===== config.mk =====
export PLATFORM = sky130hd
export DESIGN_NAME = wdog_keyed
export DESIGN_NICKNAME = d
export VERILOG_FILES = /design/src/rtl/wdog_pkg.sv /design/src/rtl/wdog_keyfsm.sv /design/src/rtl/wdog_counter.sv /design/src/rtl/wdog_keyed.sv
export SDC_FILE = /design/constraint.sdc
export NUM_CORES = 1
export LEC_CHECK = 0
export ABC_CLOCK_PERIOD_IN_PS = 8290
export BUFFER_PORTS_ARGS = -buffer_cell sky130_fd_sc_hd__buf_4
export CAP_MARGIN = 20
export CORE_ASPECT_RATIO = 0.9
export CORE_MARGIN = 1
export CORE_UTILIZATION = 30
export CTS_CLUSTER_DIAMETER = 100
export DETAILED_ROUTE_END_ITERATION = 7
export PLACE_DENSITY_LB_ADDON = 0.05
export SYNTH_ARGS = -nofsm -noshare
export SYNTH_HDL_FRONTEND = slang
export SYNTH_SLANG_ARGS = --single-unit

===== constraint.sdc =====
create_clock -name clk -period 8.29 [get_ports clk]
set_clock_uncertainty 0.1 [all_clocks]
set_input_delay 0.829 -clock clk [delete_from_list [all_inputs] [get_ports clk]]
set_output_delay 0.829 -clock clk [all_outputs]
set_load 0.02 [all_outputs]

===== src/rtl/wdog_pkg.sv =====
package wdog_pkg;

  localparam int DATA_W = 32;
  localparam int KEY_W  = 16;

  localparam logic [KEY_W-1:0] KEY_ARM = 16'hA5C6;
  localparam logic [KEY_W-1:0] KEY_FIN = 16'hDA7E;

  localparam logic [7:0] OFS_ID     = 8'h00;
  localparam logic [7:0] OFS_CNT_LO = 8'h08;
  localparam logic [7:0] OFS_CNT_HI = 8'h0C;
  localparam logic [7:0] OFS_PER_LO = 8'h10;
  localparam logic [7:0] OFS_PER_HI = 8'h14;
  localparam logic [7:0] OFS_TCTL   = 8'h18;
  localparam logic [7:0] OFS_GCTL   = 8'h1C;
  localparam logic [7:0] OFS_WCTL   = 8'h20;

  typedef enum logic [1:0] {
    WD_OFF = 2'd0,
    WD_PRE = 2'd1,
    WD_RUN = 2'd2,
    WD_SVC = 2'd3
  } wd_state_e;

  // next state after one write of the key field
  function automatic wd_state_e wd_next(wd_state_e s, logic [KEY_W-1:0] key, logic en);
    wd_state_e n;
    n = s;
    case (s)
      WD_OFF: if (key == KEY_ARM && en) n = WD_PRE;
      WD_PRE: if (key == KEY_FIN)       n = WD_RUN;
      WD_RUN: if (key == KEY_ARM)       n = WD_SVC;
      WD_SVC: if (key == KEY_FIN)       n = WD_RUN;
      default: n = s;
    endcase
    return n;
  endfunction

  // counting needs a running state, both halves out of reset and watchdog mode
  function automatic logic wd_counting(wd_state_e s, logic [3:0] gctl);
    return (s == WD_RUN || s == WD_SVC) && (gctl[1:0] == 2'b11) && (gctl[3:2] == 2'd2);
  endfunction

endpackage


===== src/rtl/wdog_keyfsm.sv =====
module wdog_keyfsm
  import wdog_pkg::*;
(
  input  logic             clk,
  input  logic             rst_n,
  input  logic             key_wr,
  input  logic [KEY_W-1:0] key,
  input  logic             en_bit,
  output wd_state_e        state,
  output logic             restart
);

  wd_state_e state_q;

  always_ff @(posedge clk) begin
    if (!rst_n) state_q <= WD_OFF;
    else if (key_wr) state_q <= wd_next(state_q, key, en_bit);
  end

  assign state   = state_q;
  assign restart = key_wr && (state_q == WD_SVC) && (key == KEY_FIN);


  armed_sticky_chk: assert property (@(posedge clk) disable iff (!rst_n)
    (state_q != WD_OFF) |=> (state_q != WD_OFF));


  run_exit_chk: assert property (@(posedge clk) disable iff (!rst_n)
    (state_q == WD_RUN) |=> (state_q == WD_RUN || state_q == WD_SVC));


  no_key_hold_chk: assert property (@(posedge clk) disable iff (!rst_n)
    !key_wr |=> $stable(state_q));

endmodule


===== src/rtl/wdog_counter.sv =====
module wdog_counter #(
  parameter int HALF_W = 32
) (
  input  logic              clk,
  input  logic              rst_n,
  input  logic              ld_lo,
  input  logic              ld_hi,
  input  logic [HALF_W-1:0] ld_data,
  input  logic [2*HALF_W-1:0] period,
  input  logic              cnt_en,
  input  logic              restart,
  output logic [2*HALF_W-1:0] count,
  output logic              to_hit
);

  localparam int CW = 2 * HALF_W;
  localparam logic [CW-1:0] ONE = {{(CW-1){1'b0}}, 1'b1};

  logic [CW-1:0] cnt_q;

  assign to_hit = cnt_en && (cnt_q == period);

  always_ff @(posedge clk) begin
    if (!rst_n) begin
      cnt_q <= '0;
    end else if (restart) begin
      cnt_q <= '0;
    end else if (cnt_en) begin
      cnt_q <= to_hit ? '0 : cnt_q + ONE;
    end else begin
      if (ld_lo) cnt_q[HALF_W-1:0]  <= ld_data;
      if (ld_hi) cnt_q[CW-1:HALF_W] <= ld_data;
    end
  end

  assign count = cnt_q;


  restart_zero_chk: assert property (@(posedge clk) disable iff (!rst_n)
    restart |=> (cnt_q == '0));


  step_one_chk: assert property (@(posedge clk) disable iff (!rst_n)
    (cnt_en && !restart && !to_hit) |=> (cnt_q == $past(cnt_q) + ONE));


  wrap_zero_chk: assert property (@(posedge clk) disable iff (!rst_n)
    (to_hit && !restart) |=> (cnt_q == '0));

endmodule


===== src/rtl/wdog_keyed.sv =====
module wdog_keyed
  import wdog_pkg::*;
#(
  parameter int          ADDR_W   = 8,
  parameter logic [31:0] ID_VALUE = 32'h5744_0001
) (
  input  logic              clk,
  input  logic              rst_n,
  input  logic [ADDR_W-1:0] bus_addr,
  input  logic              bus_wr,
  input  logic [31:0]       bus_wdata,
  input  logic              bus_rd,
  output logic [31:0]       bus_rdata,
  output logic              wd_rst_req
);

  localparam int HW = DATA_W;

  logic [HW-1:0]   per_lo_q, per_hi_q, tctl_q, gctl_q;
  logic            flag_q, req_q;
  wd_state_e       state;
  logic            restart, to_hit, locked, cnt_en;
  logic [2*HW-1:0] count;

  function automatic logic at(logic [ADDR_W-1:0] a, logic [7:0] ofs);
    return a == ADDR_W'(ofs);
  endfunction

  logic wr_clo, wr_chi, wr_plo, wr_phi, wr_tc, wr_gc, wr_wc;
  assign wr_clo = bus_wr && at(bus_addr, OFS_CNT_LO);
  assign wr_chi = bus_wr && at(bus_addr, OFS_CNT_HI);
  assign wr_plo = bus_wr && at(bus_addr, OFS_PER_LO);
  assign wr_phi = bus_wr && at(bus_addr, OFS_PER_HI);
  assign wr_tc  = bus_wr && at(bus_addr, OFS_TCTL);
  assign wr_gc  = bus_wr && at(bus_addr, OFS_GCTL);
  assign wr_wc  = bus_wr && at(bus_addr, OFS_WCTL);

  assign locked = (state != WD_OFF);
  assign cnt_en = wd_counting(state, gctl_q[3:0]);

  wdog_keyfsm i_fsm (
    .clk     (clk),
    .rst_n   (rst_n),
    .key_wr  (wr_wc),
    .key     (bus_wdata[31:16]),
    .en_bit  (bus_wdata[14]),
    .state   (state),
    .restart (restart)
  );

  wdog_counter #(.HALF_W(HW)) i_cnt (
    .clk     (clk),
    .rst_n   (rst_n),
    .ld_lo   (wr_clo && !locked),
    .ld_hi   (wr_chi && !locked),
    .ld_data (bus_wdata),
    .period  ({per_hi_q, per_lo_q}),
    .cnt_en  (cnt_en),
    .restart (restart),
    .count   (count),
    .to_hit  (to_hit)
  );

  always_ff @(posedge clk) begin
    if (!rst_n) begin
      per_lo_q <= '0;
      per_hi_q <= '0;
      tctl_q   <= '0;
      gctl_q   <= '0;
      flag_q   <= 1'b0;
      req_q    <= 1'b0;
    end else begin
      if (!locked) begin
        if (wr_plo) per_lo_q <= bus_wdata;
        if (wr_phi) per_hi_q <= bus_wdata;
        if (wr_tc)  tctl_q   <= bus_wdata;
        if (wr_gc)  gctl_q   <= bus_wdata;
        if (wr_wc && bus_wdata[15]) flag_q <= 1'b0;
      end
      if (to_hit) flag_q <= 1'b1;
      req_q <= to_hit;
    end
  end

  assign wd_rst_req = req_q;

  always_comb begin
    bus_rdata = '0;
    if (bus_rd) begin
      if      (at(bus_addr, OFS_ID))     bus_rdata = ID_VALUE;
      else if (at(bus_addr, OFS_CNT_LO)) bus_rdata = count[HW-1:0];
      else if (at(bus_addr, OFS_CNT_HI)) bus_rdata = count[2*HW-1:HW];
      else if (at(bus_addr, OFS_PER_LO)) bus_rdata = per_lo_q;
      else if (at(bus_addr, OFS_PER_HI)) bus_rdata = per_hi_q;
      else if (at(bus_addr, OFS_TCTL))   bus_rdata = tctl_q;
      else if (at(bus_addr, OFS_GCTL))   bus_rdata = gctl_q;
      else if (at(bus_addr, OFS_WCTL))   bus_rdata = {16'h0000, flag_q, locked, 14'h0000};
      else                               bus_rdata = '0;
    end
  end


  period_frozen_chk: assert property (@(posedge clk) disable iff (!rst_n)
    locked |=> ($stable(per_lo_q) && $stable(per_hi_q) && $stable(gctl_q) && $stable(tctl_q)));


  req_sets_flag_chk: assert property (@(posedge clk) disable iff (!rst_n)
    wd_rst_req |-> flag_q);


  flag_sticky_chk: assert property (@(posedge clk) disable iff (!rst_n)
    (flag_q && locked) |=> flag_q);


  no_count_pre_chk: assert property (@(posedge clk) disable iff (!rst_n)
    (state == WD_PRE && !wr_wc) |=> $stable(count));

endmodule


* Word-level counts from Yosys, hierarchy flattened
Cells that the tools add are included.
Operators by class: bitwise gates (word level) 2, div/mod/pow operators 0, eq/ne operators 19, reductions and logical operators 32, $lt $le $gt $ge 0, $mul 0, add/sub/neg operators 1, muxes and demuxes 20, shifts and indexed selects 0
Operators by type and width (count):
- 32-bit two-way mux | 10
- 64-bit two-way mux | 2
- 64-bit by 1-bit adder with 64-bit output, second input constant | 1
- 64-bit equality test | 1
- 16-bit equality test, second input constant | 2
- 8-bit by 5-bit equality test with 1-bit output, second input constant | 4
- 8-bit by 4-bit equality test with 1-bit output, second input constant | 2
- 1-bit logical AND | 16
- 16-bit two-way mux | 1
- 2-bit AND reduction | 5
- 2-bit equality test, second input constant | 4
- 8-bit by 6-bit equality test with 1-bit output, second input constant | 1
- 8-bit logical NOT | 1
- 2-bit by 1-bit != test with 1-bit output, second input constant | 4
- 2-bit nonzero test | 4
- 2-bit two-way mux | 3
- 2-bit case mux with 3 select lines | 1
- 4-bit AND reduction | 1
- 2-bit OR reduction | 2
- 1-bit two-way mux | 3
- 2-bit by 1-bit equality test with 1-bit output, second input constant | 1
- 2-bit logical NOT | 1
- 1-bit NOT | 2
- 1-bit logical NOT | 1
- 1-bit logical OR | 1
Word-level totals: input bits 44, latch bits 0, bits in read-only memories 0, bits in registers 196, bits in writable memories 0, memories kept 0

* Depth between registers and ports, before layout
Gate-level depths: netlist of the first run.
word-level depth 10, gate-level depth with buffers 10

* Cells and area by module
A second synthesis of the first run with hierarchy kept.
Unflattened totals: cells, all modules 1554, area total of the unflattened synthesis 12428.2 um^2
By module, submodules not included:
- wdog_keyed | area an instance 6911.6 um^2, cells each 813, times used 1
- wdog_counter | area an instance 5355.1 um^2, cells each 724, times used 1
- wdog_keyfsm | area an instance 161.4 um^2, cells each 17, times used 1

* Worst setup path after synthesis of the first run
Ideal clock, no wire load.
path type input to output, start point in bus_addr[1], end point out bus_rdata[6], stages 7, path slack 4497 ps, data arrival time 2864 ps, path buffers 2, required time 7361 ps, cells stage by stage or4_4 -> or4b_1 -> buf_6 -> clkbuf_1 -> a21oi_1 -> a21oi_1 -> nor3_1
On the way: word-level cells in the longest chain between the ends 9, elaborated cells on any way between the ends 15
Ends and longest elaborated chain:
- start: declaration | RTL line wdog_keyed.sv:9 | input logic [ADDR_W-1:0] bus_addr,
- 8-bit by 5-bit equality test with 1-bit output | RTL line wdog_keyed.sv:26 | return a == ADDR_W'(ofs);
- 32-bit two-way mux | RTL line wdog_keyed.sv:96 | else if (at(bus_addr, OFS_GCTL)) bus_rdata = gctl_q;
- 32-bit two-way mux | RTL line wdog_keyed.sv:95 | else if (at(bus_addr, OFS_TCTL)) bus_rdata = tctl_q;
- 32-bit two-way mux | RTL line wdog_keyed.sv:94 | else if (at(bus_addr, OFS_PER_HI)) bus_rdata = per_hi_q;
- 32-bit two-way mux | RTL line wdog_keyed.sv:93 | else if (at(bus_addr, OFS_PER_LO)) bus_rdata = per_lo_q;
- 32-bit two-way mux | RTL line wdog_keyed.sv:92 | else if (at(bus_addr, OFS_CNT_HI)) bus_rdata = count[2*HW-1:HW];
- 32-bit two-way mux | RTL line wdog_keyed.sv:91 | else if (at(bus_addr, OFS_CNT_LO)) bus_rdata = count[HW-1:0];
- 32-bit two-way mux (*) | RTL line wdog_keyed.sv:90 | if (at(bus_addr, OFS_ID)) bus_rdata = ID_VALUE;
- 32-bit two-way mux (*) | RTL line wdog_keyed.sv:89 | if (bus_rd) begin
- end: declaration | RTL line wdog_keyed.sv:13 | output logic [31:0] bus_rdata,
Every way passes the cells marked *; elsewhere a longest branch is shown, timed or not.

* Worst setup path after layout of the first run
start point in bus_addr[1], end point out bus_rdata[29]
Same word-level chain as after synthesis.

==> results of run 1 <==
## flip-flops by register name, summed over array words and instances, names as in the netlist
signal,cells
gctl_q,32
per_hi_q,32
per_lo_q,32
flag_q,1
wd_rst_req,1
i_cnt.count,64
i_fsm.state,2
tctl_q,32
## final cells by class
cell class / instances / area (µm²) / share of cell area
Sequential cell: 196 / 3920 / 0.297
Tap cell: 525 / 657 / 0.0497
Clock inverter: 9 / 128 / 0.00966
Clock buffer: 22 / 474 / 0.0359
Timing Repair Buffer: 101 / 778 / 0.0589
Inverter: 22 / 82.6 / 0.00625
Multi-Input combinational cell: 1153 / 7170 / 0.543
## placed cells by master (no fill, tap or decap), types with 25 or more instances in the layout
| cell type | count |
|---|---|
| nand3_1 | 81 |
| nor3_1 | 28 |
| a21oi_1 | 56 |
| a21boi_0 | 128 |
| nand4_1 | 25 |
| nand2_1 | 339 |
| a31oi_1 | 39 |
| mux4_2 | 31 |
| dfxtp_1 | 196 |
| buf_4 | 100 |
| nor4_1 | 36 |
| o21ai_0 | 29 |
| xor2_1 | 65 |
| nor2_1 | 84 |
## final timing paths
kind                                        end  slack [ns]  cells past startpoint
worst max-delay path              bus_rdata[29]        3.62                      8
worst min-delay path                 tctl_q[20]        0.37                      2
worst max register to register  i_cnt.count[54]        4.45                      8
worst min register to register       tctl_q[20]        0.37                      2
## through the flow
step	utilization	cell area, µm²	setup WS, ns	hold WS (ns)
final	0.344	13200	3.62	0.365
after global routing	0.344	13200	3.49	0.383
after CTS	0.343	13200	3.60	0.368
after detailed placement	0.327	12600	3.49	0.358
after global placement	0.327	12600	3.53	0.351
after floorplan	-	11800	4.50	0.340
## metal layers
layer / vias to the layer above / wire, µm / global-route usage
li1: 5304 / - / -
met4: 4 / 779 / 0.0608
met1: 5406 / 23800 / 0.351
met2: 251 / 22200 / 0.392
met3: 44 / 2130 / 0.0416
met5: - / 28 / 0
## logic make-up (layout without fill, tap and decap cells)
kind of cell               Yosys count  count (layout)
and+or+nand+nor                    693             693
AOI/OAI and AO/OA                  339             339
DFF                                196             196
buffers and inverters              168             154
xor gates and xnor gates            70              70
muxes                               50              50
adders and majority gates            1               1
## critical path, cell delays in order
cell and delay, ns:
buf_4 0.11, or4_4 0.56, nor4_1 0.21, nor2b_1 0.73, nand2b_1 0.64, buf_4 0.37, nor3_1 0.11, buf_4 0.17
## power groups by stage
stage | Sequential, W | Clock (W) | Combinational, W
after floorplan | 0.000965 | 0 | 0.0000682
after global placement | 0.000965 | 0 | 0.000131
after detailed placement | 0.000965 | 0 | 0.000130
after CTS | 0.000943 | 0.000924 | 0.000130
after global routing | 0.000943 | 0.000956 | 0.000137
final | 0.000943 | 0.000903 | 0.000129
==> metrics.txt, run 1 <==
# TYPE chip_impl_metric gauge
chip_impl_metric{name="layout_worst_path_cycle_share",unit=""} 0.563
chip_impl_metric{name="cellPowerDensity",unit="nW/µm²"} 149
chip_impl_metric{name="drt_pre_antenna_iters",unit=""} 5
chip_impl_metric{name="ctsHoldBuffers",unit=""} 0
chip_impl_metric{name="final_worst_path_period_need",unit="ns"} 4.67
chip_impl_metric{name="drive_gt1_frac",unit=""} 0.124
chip_impl_metric{name="clk_path_buf_depth",unit=""} 2
chip_impl_metric{name="post_cts_resize_count",unit=""} 0
chip_impl_metric{name="synth_simple_gate_area_share",unit=""} 0.279
chip_impl_metric{name="start_util",unit=""} 0.306
chip_impl_metric{name="post-dp-hpwl",unit="mm"} 34.0
chip_impl_info{name="synth-main-ff-cell",value="dfxtp_1"} 1
chip_impl_metric{name="synth_area",unit="µm²"} 11800
chip_impl_metric{name="route.antenna.remaining_nets",unit=""} 0
chip_impl_metric{name="ys_ff_latch",unit=""} 196
chip_impl_metric{name="cts_inserted_buffers",unit=""} 17
chip_impl_metric{name="fin_tns_setup",unit="ns"} 0
chip_impl_metric{name="maxSlewHeadroom",unit=""} 0.283
chip_impl_info{name="synth_top_cell_by_area",value="dfxtp_1"} 1
chip_impl_metric{name="power",unit="W"} 0.00197
chip_impl_info{name="cts_root_buffer",value="clkbuf_16"} 1
chip_impl_metric{name="route.detailed.drc",unit=""} 0
chip_impl_info{name="yosys.cell_count.top_type",value="nand2_1"} 1
chip_impl_metric{name="grt_pass1_vias",unit=""} 10694
chip_impl_metric{name="muxShareOfSynthArea",unit=""} 0.0755
chip_impl_info{name="rr_startpoint",value="i_cnt.count[0]"} 1
chip_impl_metric{name="switching_power",unit="W"} 0.000494
chip_impl_metric{name="max_clock_freq",unit="MHz"} 214
chip_impl_metric{name="final_report_max_slew_violation_count",unit=""} 0
chip_impl_metric{name="synth.avg_cell_area",unit="µm²"} 7.75
chip_impl_metric{name="synth_xor_xnor_area_share",unit=""} 0.0521
chip_impl_info{name="synth_top_family_by_area",value="simple AND/OR/NAND/NOR gates"} 1
chip_impl_metric{name="swShare",unit=""} 0.250
chip_impl_metric{name="grt_first_pass_wirelength",unit="mm"} 72.8
chip_impl_metric{name="finish.net_count",unit=""} 1536
chip_impl_metric{name="cts_htree_levels",unit=""} 4
chip_impl_metric{name="port_buffers",unit=""} 76
chip_impl_metric{name="clk_pin_slew",unit="ns"} 0.07
chip_impl_metric{name="overflow",unit=""} 0
chip_impl_info{name="grt_setup_unrepaired",value="false"} 1
chip_impl_metric{name="synth_fa_ha_area_frac",unit=""} 0.00106
chip_impl_metric{name="p_leak",unit="nW"} 4.51
chip_impl_metric{name="routabilityCongestion",unit=""} 0.827
chip_impl_metric{name="synth.top_cell.area_share",unit=""} 0.334
chip_impl_metric{name="async_flop_share",unit=""} 0
chip_impl_metric{name="chipWidth",unit="µm"} 211
chip_impl_info{name="endpoint_kind",value="output pin"} 1
chip_impl_info{name="holdCritStartpoint",value="tctl_q[20]"} 1
chip_impl_metric{name="clk_latency",unit="ns"} 0.47
chip_impl_metric{name="cts_setup_buffers",unit=""} 0
chip_impl_info{name="min-delay-path-class",value="flip-flop to flip-flop"} 1
chip_impl_metric{name="post_drt_via_cell_ratio",unit=""} 5.43
chip_impl_metric{name="num_vias",unit=""} 11009
chip_impl_metric{name="p_int",unit="W"} 0.00148
chip_impl_metric{name="final_cell_count_without_fillers",unit=""} 2028
chip_impl_metric{name="rows",unit=""} 68
chip_impl_metric{name="drt_iter0_drc",unit=""} 703
chip_impl_metric{name="synthesis.nets",unit=""} 1562
chip_impl_metric{name="critical_path_peak_fanout",unit=""} 14
chip_impl_info{name="sort_of_element_at_the_start_of_the_critical_path",value="input port"} 1
chip_impl_metric{name="antenna_found_initial",unit=""} 3
chip_impl_metric{name="cts.sinks",unit=""} 196
chip_impl_metric{name="synth-edff-count",unit=""} 0
chip_impl_metric{name="worstPathArrival",unit="ns"} 3.74
chip_impl_metric{name="netlist-cell-type-count",unit=""} 71
chip_impl_metric{name="measured_slew_at_the_worst_slew_check_pin",unit="ns"} 1.07
chip_impl_metric{name="globalRouteTotalUtil",unit=""} 0.248
chip_impl_metric{name="area_growth_syn_to_layout",unit="%"} 12.4
chip_impl_metric{name="grt_max_degree",unit=""} 69
chip_impl_metric{name="max_cap_viol_count",unit=""} 0
chip_impl_metric{name="peakVddDrop",unit="µV"} 147
chip_impl_metric{name="die_y",unit="µm"} 190
chip_impl_metric{name="drt_wl_total",unit="mm"} 49.0
chip_impl_metric{name="die-area",unit="µm²"} 40000
chip_impl_metric{name="timing.critical_path.required",unit="ns"} 7.36
chip_impl_metric{name="comb_power_share",unit=""} 0.065
chip_impl_metric{name="post_synthesis_compound_gate_area_fraction",unit=""} 0.199
chip_impl_metric{name="fill_cells",unit=""} 4168
chip_impl_info{name="crit_path_start",value="bus_addr[1]"} 1
chip_impl_info{name="tritoncts",value="yes"} 1
chip_impl_metric{name="syn-instance-count",unit=""} 1517
chip_impl_metric{name="ios",unit=""} 77
chip_impl_metric{name="placed_cells_incl_taps",unit=""} 1996
chip_impl_metric{name="routedWlPerCell",unit="µm"} 24.1
chip_impl_metric{name="num_antenna_cells",unit=""} 0
chip_impl_metric{name="floorplan.core_area",unit="µm²"} 38500
chip_impl_info{name="timing_worst_setup_path_type",value="input port to output pin"} 1
chip_impl_info{name="result_of_the_run",value="finished clean"} 1
chip_impl_info{name="synth_area_leaders",value="dfxtp_1 (33%), nand2_1 (11%), a21boi_0 (8.2%), mux4_2 (5.9%), xor2_1 (4.8%)"} 1
chip_impl_metric{name="ys.warnings.count",unit=""} 0
chip_impl_metric{name="seqPwrFrac",unit=""} 0.478
chip_impl_metric{name="clkPwrFrac",unit=""} 0.457
chip_impl_metric{name="final_hold_viol_count",unit=""} 0
chip_impl_info{name="top_cells_by_count_synth",value="nand2_1 (339), dfxtp_1 (196), a21boi_0 (129)"} 1
chip_impl_metric{name="synth.yosys.seq_area_share",unit=""} 0.334
chip_impl_metric{name="setup-violations-final",unit=""} 0
Note: power is estimated with default switching activity, not from simulation.
==> run 2: changes to the inputs <==
--- a/config.mk
+++ b/config.mk
@@ -5,7 +5,7 @@
 export SDC_FILE = /design/constraint.sdc
 export NUM_CORES = 1
 export LEC_CHECK = 0
-export ABC_CLOCK_PERIOD_IN_PS = 8290
+export ABC_CLOCK_PERIOD_IN_PS = 4600
 export BUFFER_PORTS_ARGS = -buffer_cell sky130_fd_sc_hd__buf_4
 export CAP_MARGIN = 20
 export CORE_ASPECT_RATIO = 0.9
==> constraint.sdc (replaced) <==
create_clock -name clk -period 4.6 [get_ports clk]
set_clock_uncertainty 0.1 [all_clocks]
set_input_delay 0.46 -clock clk [delete_from_list [all_inputs] [get_ports clk]]
set_output_delay 0.46 -clock clk [all_outputs]
set_load 0.02 [all_outputs]
==> run 2 against run 1 <==
Sequential share of layout area is 0.23 points lower. Sequential power increased by 80%. First-iteration DRC count grew 33%. Combinational power increased by 87%. Via count grew 1.8%. Die area is the same. Clock power rose by 83%. Worst hold slack got worse by 0.16 ns. Worst setup slack worse by 2.6 ns. Critical path depth did not move. Non-clock buffer count grew 16.
==> metrics.txt, run 2 (synthesized netlist as in run 1, its figures left out) <==
# TYPE chip_impl_metric gauge
chip_impl_metric{name="drt_iter0_drc",unit=""} 935
chip_impl_metric{name="die_y",unit="µm"} 190
chip_impl_info{name="rr_startpoint",value="i_cnt.count[0]"} 1
chip_impl_info{name="final_cell_mix",value="nand2_1 (339), dfxtp_1 (196), a21boi_0 (128), buf_4 (117), nor2_1 (84)"} 1
chip_impl_metric{name="clk_pin_slew",unit="ns"} 0.07
chip_impl_info{name="cts_root_buffer",value="clkbuf_16"} 1
chip_impl_metric{name="measured_slew_at_the_worst_slew_check_pin",unit="ns"} 1.12
chip_impl_info{name="crit_chain",value="buf_4, or4_4, or4b_2, or2_1, buf_4, nor2_1, nor3_1, buf_4"} 1
chip_impl_metric{name="post_cts_resize_count",unit=""} 0
chip_impl_metric{name="p_leak",unit="nW"} 4.59
chip_impl_metric{name="routedWlPerCell",unit="µm"} 24.4
chip_impl_metric{name="grt_pass1_vias",unit=""} 10963
chip_impl_metric{name="layout_worst_path_cycle_share",unit=""} 0.789
chip_impl_info{name="crit_path_start",value="bus_addr[1]"} 1
chip_impl_info{name="min-delay-path-class",value="input port to flip-flop"} 1
chip_impl_metric{name="area_growth_syn_to_layout",unit="%"} 13.2
chip_impl_metric{name="reg2reg_setup_slack",unit="ns"} 1.07
chip_impl_metric{name="rows",unit=""} 68
chip_impl_metric{name="final_report_max_slew_violation_count",unit=""} 0
chip_impl_metric{name="port_buffers",unit=""} 76
chip_impl_metric{name="routabilityCongestion",unit=""} 0.855
chip_impl_info{name="holdCritStartpoint",value="bus_wdata[5]"} 1
chip_impl_metric{name="cts_inserted_buffers",unit=""} 17
chip_impl_metric{name="cts.sinks",unit=""} 196
chip_impl_metric{name="drt_pre_antenna_iters",unit=""} 5
chip_impl_metric{name="grt_max_degree",unit=""} 77
chip_impl_metric{name="fin_tns_setup",unit="ns"} 0
chip_impl_metric{name="setup-violations-final",unit=""} 0
chip_impl_info{name="crit_path_top_delay_cell",value="or4b_2"} 1
chip_impl_metric{name="peakVddDrop",unit="µV"} 206
chip_impl_metric{name="max_cap_viol_count",unit=""} 0
chip_impl_info{name="endpoint_kind",value="output pin"} 1
chip_impl_metric{name="drt_wl_total",unit="mm"} 49.7
chip_impl_metric{name="globalRouteTotalUtil",unit=""} 0.254
chip_impl_info{name="final_common_cell",value="nand2_1"} 1
chip_impl_metric{name="grt_first_pass_wirelength",unit="mm"} 75.2
chip_impl_metric{name="antenna_found_initial",unit=""} 0
chip_impl_metric{name="reg2reg_depth",unit=""} 9
chip_impl_metric{name="ios",unit=""} 77
chip_impl_metric{name="worst_hold_path.num_cells",unit=""} 3
chip_impl_metric{name="post-dp-hpwl",unit="mm"} 34.9
chip_impl_metric{name="floorplan.core_area",unit="µm²"} 38500
chip_impl_metric{name="clk_path_buf_depth",unit=""} 2
chip_impl_info{name="path_common_cell",value="buf_4"} 1
chip_impl_info{name="sort_of_element_at_the_start_of_the_critical_path",value="input port"} 1
chip_impl_metric{name="start_util",unit=""} 0.306
chip_impl_metric{name="post_drt_via_cell_ratio",unit=""} 5.49
chip_impl_info{name="min_delay_worst_endpoint",value="tctl_q[5]"} 1
chip_impl_info{name="timing_worst_setup_path_type",value="input port to output pin"} 1
chip_impl_metric{name="ctsHoldBuffers",unit=""} 0
chip_impl_metric{name="cts_setup_buffers",unit=""} 0
chip_impl_metric{name="cellPowerDensity",unit="nW/µm²"} 270
chip_impl_metric{name="maxSlewHeadroom",unit=""} 0.253
chip_impl_metric{name="overflow",unit=""} 0
chip_impl_metric{name="num_vias",unit=""} 11206
chip_impl_metric{name="cts_htree_levels",unit=""} 4
chip_impl_metric{name="finish.net_count",unit=""} 1552
chip_impl_metric{name="route.antenna.remaining_nets",unit=""} 0
chip_impl_info{name="tritoncts",value="yes"} 1
chip_impl_metric{name="timing.critical_path.required",unit="ns"} 4.04
chip_impl_metric{name="clk_latency",unit="ns"} 0.46
chip_impl_metric{name="max_clock_freq",unit="MHz"} 276
chip_impl_metric{name="drive_gt1_frac",unit=""} 0.131
chip_impl_metric{name="final_hold_viol_count",unit=""} 0
chip_impl_metric{name="final_core_util",unit=""} 0.346
chip_impl_metric{name="chipWidth",unit="µm"} 211
chip_impl_info{name="result_of_the_run",value="finished clean"} 1
chip_impl_metric{name="die-area",unit="µm²"} 40000
chip_impl_info{name="timing.rr.end",value="i_cnt.count[54]"} 1
chip_impl_metric{name="num_antenna_cells",unit=""} 0
chip_impl_metric{name="route.detailed.drc",unit=""} 0
chip_impl_metric{name="worstPathArrival",unit="ns"} 3.07
chip_impl_metric{name="critical_path.max_stage_delay",unit="ns"} 0.65
chip_impl_metric{name="critical_path_peak_fanout",unit=""} 9
chip_impl_metric{name="flip_flop_count_of_the_largest_register_after_layout",unit=""} 64
chip_impl_info{name="grt_setup_unrepaired",value="false"} 1
chip_impl_metric{name="final_worst_path_period_need",unit="ns"} 3.63
## run 2: worst max-delay path: cells and delay by family
kind / cells / cell delay, ns
buf+inv: 3 / 0.58
simple gates: 5 / 2.03
## run 2: power by group
group          internal [W]  leakage, nW  switching [W]
combinational     0.0000792         2.72       0.000162
sequential          0.00170         1.58     0.00000275
clock              0.000943        0.295       0.000706
## run 2: per-stage QoR
stage	total power, W	hold WS (ns)	setup slack [ns]	cells	cell area (µm²)
after floorplan	0.00186	0.340	1.54	1517	11800
after global placement	0.00198	0.348	0.872	2013	12700
after detailed placement	0.00198	0.360	0.772	2013	12700
after CTS	0.00363	0.177	1.02	2041	13300
after global routing	0.00370	0.181	0.773	2041	13300
final	0.00359	0.202	0.971	2041	13300
## run 2: worst max path at each step
stage	slack [ns]	cells past startpoint	end
finish	0.97	8	bus_rdata[29]
global route	0.77	9	i_cnt.count[54]
CTS	1.02	8	bus_rdata[29]
detailed placement	0.77	7	i_cnt.count[37]
global placement	0.87	7	i_cnt.count[41]
floorplan	1.54	7	bus_rdata[6]
## run 2: final cells by class
class | instances | area (µm²)
Multi-Input combinational cell | 1153 | 7170
Timing Repair Buffer | 117 | 878
Sequential cell | 196 | 3920
Inverter | 22 | 82.6
Fill cell | 4149 | 25100
Clock inverter | 5 | 125
Tap cell | 525 | 657
Clock buffer | 23 | 478
## run 2: per-layer routing
| metal | track usage | wire [µm] |
|---|---|---|
| met5 | 0 | 0 |
| met3 | 0.0309 | 2010 |
| met2 | 0.402 | 22900 |
| met4 | 0.0630 | 891 |
| met1 | 0.365 | 23900 |
==> run 3: changes to the inputs <==
--- a/config.mk
+++ b/config.mk
@@ -5,7 +5,7 @@
 export SDC_FILE = /design/constraint.sdc
 export NUM_CORES = 1
 export LEC_CHECK = 0
-export ABC_CLOCK_PERIOD_IN_PS = 4600
+export ABC_CLOCK_PERIOD_IN_PS = 3600
 export BUFFER_PORTS_ARGS = -buffer_cell sky130_fd_sc_hd__buf_4
 export CAP_MARGIN = 20
 export CORE_ASPECT_RATIO = 0.9
==> constraint.sdc (replaced) <==
create_clock -name clk -period 3.6 [get_ports clk]
set_clock_uncertainty 0.1 [all_clocks]
set_input_delay 0.36 -clock clk [delete_from_list [all_inputs] [get_ports clk]]
set_output_delay 0.36 -clock clk [all_outputs]
set_load 0.02 [all_outputs]
==> run 3 against run 2 <==
Critical path depth shrank 1. Core utilization increased by 1.0 points. Worst hold slack got worse by 0.13 ns. Final cell count up 2.6%. Via count up 2.0%. Sequential power is 28% higher. Power increased by 26%. Non-clock buffer count up 49. Critical path type unchanged.
==> metrics.txt, run 3 (synthesized netlist as in run 1, its figures left out) <==
# TYPE chip_impl_metric gauge
chip_impl_info{name="result_of_the_run",value="finished clean"} 1
chip_impl_metric{name="globalRouteTotalUtil",unit=""} 0.261
chip_impl_metric{name="chipWidth",unit="µm"} 211
chip_impl_metric{name="max_clock_freq",unit="MHz"} 302
chip_impl_info{name="grt_setup_unrepaired",value="false"} 1
chip_impl_metric{name="peakVddDrop",unit="µV"} 242
chip_impl_metric{name="detailed_place.area",unit="µm²"} 13100
chip_impl_metric{name="layout_worst_path_cycle_share",unit=""} 0.920
chip_impl_metric{name="cellPowerDensity",unit="nW/µm²"} 331
chip_impl_metric{name="fin_tns_setup",unit="ns"} 0
chip_impl_metric{name="stdcell_area",unit="µm²"} 13700
chip_impl_metric{name="final_report_max_slew_violation_count",unit=""} 0
chip_impl_info{name="timing_worst_setup_path_type",value="input port to output pin"} 1
chip_impl_metric{name="rows",unit=""} 68
chip_impl_metric{name="die-area",unit="µm²"} 40000
chip_impl_metric{name="grt_first_pass_wirelength",unit="mm"} 76.5
chip_impl_metric{name="maxSlewHeadroom",unit=""} 0.286
chip_impl_info{name="cts_root_buffer",value="clkbuf_16"} 1
chip_impl_metric{name="cts_setup_buffers",unit=""} 0
chip_impl_metric{name="floorplan.core_area",unit="µm²"} 38500
chip_impl_metric{name="fill_cells",unit=""} 4143
chip_impl_metric{name="final_hold_viol_count",unit=""} 0
chip_impl_info{name="final_cell_mix",value="nand2_1 (339), dfxtp_1 (196), buf_4 (162), a21boi_0 (128), nor2_1 (84)"} 1
chip_impl_metric{name="area_growth_syn_to_layout",unit="%"} 16.6
chip_impl_metric{name="route.antenna.remaining_nets",unit=""} 0
chip_impl_metric{name="grt_max_degree",unit=""} 74
chip_impl_metric{name="drt_wl_total",unit="mm"} 51.1
chip_impl_metric{name="drt_pre_antenna_iters",unit=""} 5
chip_impl_metric{name="critical_path_peak_fanout",unit=""} 34
chip_impl_info{name="final_common_cell",value="nand2_1"} 1
chip_impl_metric{name="antenna_found_initial",unit=""} 0
chip_impl_metric{name="post_cts_resize_count",unit=""} 0
chip_impl_metric{name="ios",unit=""} 77
chip_impl_metric{name="finish.net_count",unit=""} 1601
chip_impl_metric{name="timing.critical_path.required",unit="ns"} 3.14
chip_impl_metric{name="ctsHoldBuffers",unit=""} 0
chip_impl_info{name="min-delay-path-class",value="input port to flip-flop"} 1
chip_impl_metric{name="setup-violations-final",unit=""} 0
chip_impl_info{name="endpoint_kind",value="output pin"} 1
chip_impl_info{name="tritoncts",value="yes"} 1
chip_impl_metric{name="num_vias",unit=""} 11427
chip_impl_metric{name="port_buffers",unit=""} 76
chip_impl_metric{name="final_worst_path_period_need",unit="ns"} 3.31
chip_impl_metric{name="post_drt_via_cell_ratio",unit=""} 5.46
chip_impl_metric{name="drt_iter0_drc",unit=""} 1015
chip_impl_metric{name="routedWlPerCell",unit="µm"} 24.4
chip_impl_metric{name="flip_flop_count_of_the_largest_register_after_layout",unit=""} 64
chip_impl_metric{name="cts_htree_levels",unit=""} 4
chip_impl_metric{name="cts.sinks",unit=""} 196
chip_impl_metric{name="start_util",unit=""} 0.306
chip_impl_metric{name="cts_inserted_buffers",unit=""} 17
chip_impl_metric{name="clk_path_buf_depth",unit=""} 2
chip_impl_metric{name="drive_gt1_frac",unit=""} 0.160
chip_impl_metric{name="die_y",unit="µm"} 190
chip_impl_metric{name="worstPathArrival",unit="ns"} 2.85
chip_impl_metric{name="max_cap_viol_count",unit=""} 0
chip_impl_info{name="sort_of_element_at_the_start_of_the_critical_path",value="input port"} 1
chip_impl_metric{name="grt_pass1_vias",unit=""} 11236
chip_impl_metric{name="num_antenna_cells",unit=""} 0
chip_impl_metric{name="route.detailed.drc",unit=""} 0
chip_impl_metric{name="p_leak",unit="nW"} 4.84
chip_impl_metric{name="post-dp-hpwl",unit="mm"} 36.4
chip_impl_metric{name="overflow",unit=""} 0
chip_impl_metric{name="measured_slew_at_the_worst_slew_check_pin",unit="ns"} 1.07
chip_impl_metric{name="clk_pin_slew",unit="ns"} 0.08
chip_impl_metric{name="clk_latency",unit="ns"} 0.48
chip_impl_metric{name="routabilityCongestion",unit=""} 0.869
-- run 3: changes by cell type in the layout (fill, tap and decap cells not counted), moves of 2 or more --
cell / change
buf_12: +3
buf_4: +45
bufinv_16: -2
clkinv_4: +2
inv_6: +3
-- run 3: power breakdown --
| group | internal [W] | switching [W] |
|---|---|---|
| combinational | 0.000109 | 0.000210 |
| clock | 0.00107 | 0.000973 |
| sequential | 0.00217 | 0.00000313 |
-- run 3: final timing paths --
kind | slack, ns | endpoint | start | depth (start not counted)
worst max-delay path | 0.29 | bus_rdata[18] | bus_addr[1] | 7
worst min-delay path | 0.07 | gctl_q[1] | bus_wdata[1] | 3
worst min register to register | 0.37 | gctl_q[18] | gctl_q[18] | 2
worst max register to register | 0.49 | i_cnt.count[22] | i_cnt.count[12] | 9
-- run 3: layout make-up --
cell class	instances	area, µm²	area share
multi-input cells	1153	7170	0.523
clock inverters	10	121	0.00885
inverters	22	82.6	0.00602
well taps	525	657	0.0479
flip-flops and latches	196	3920	0.286
repair buffers	166	1290	0.0939
clock buffers	22	464	0.0339
-- run 3: metal layers --
metal | track usage | up-vias | routed length, µm
met5 | 0 | - | 0
met4 | 0.0635 | 0 | 786
met3 | 0.0380 | 46 | 2020
met2 | 0.414 | 303 | 23400
met1 | 0.370 | 5638 | 24800
li1 | - | 5440 | -
-- run 3: through the flow --
stage	hold WS, ns	util	setup WS, ns	instances	total power (W)
2_1_floorplan	0.340	-	0.745	1517	0.00238
3_3_place_gp	0.350	0.341	0.320	2061	0.00254
3_5_place_dp	0.357	0.341	0.288	2061	0.00254
4_1_cts	0.0453	0.356	0.299	2093	0.00458
5_1_grt	0.0722	0.356	0.236	2094	0.00466
6_report	0.0742	0.356	0.289	2094	0.00453
-- run 3: worst max-delay path, cell delays in order --
cell	delay, ns
buf_4	0.11
or4_4	0.55
or4b_2	0.65
buf_4	0.33
o21ai_0	0.52
o21a_1	0.18
buf_4	0.14
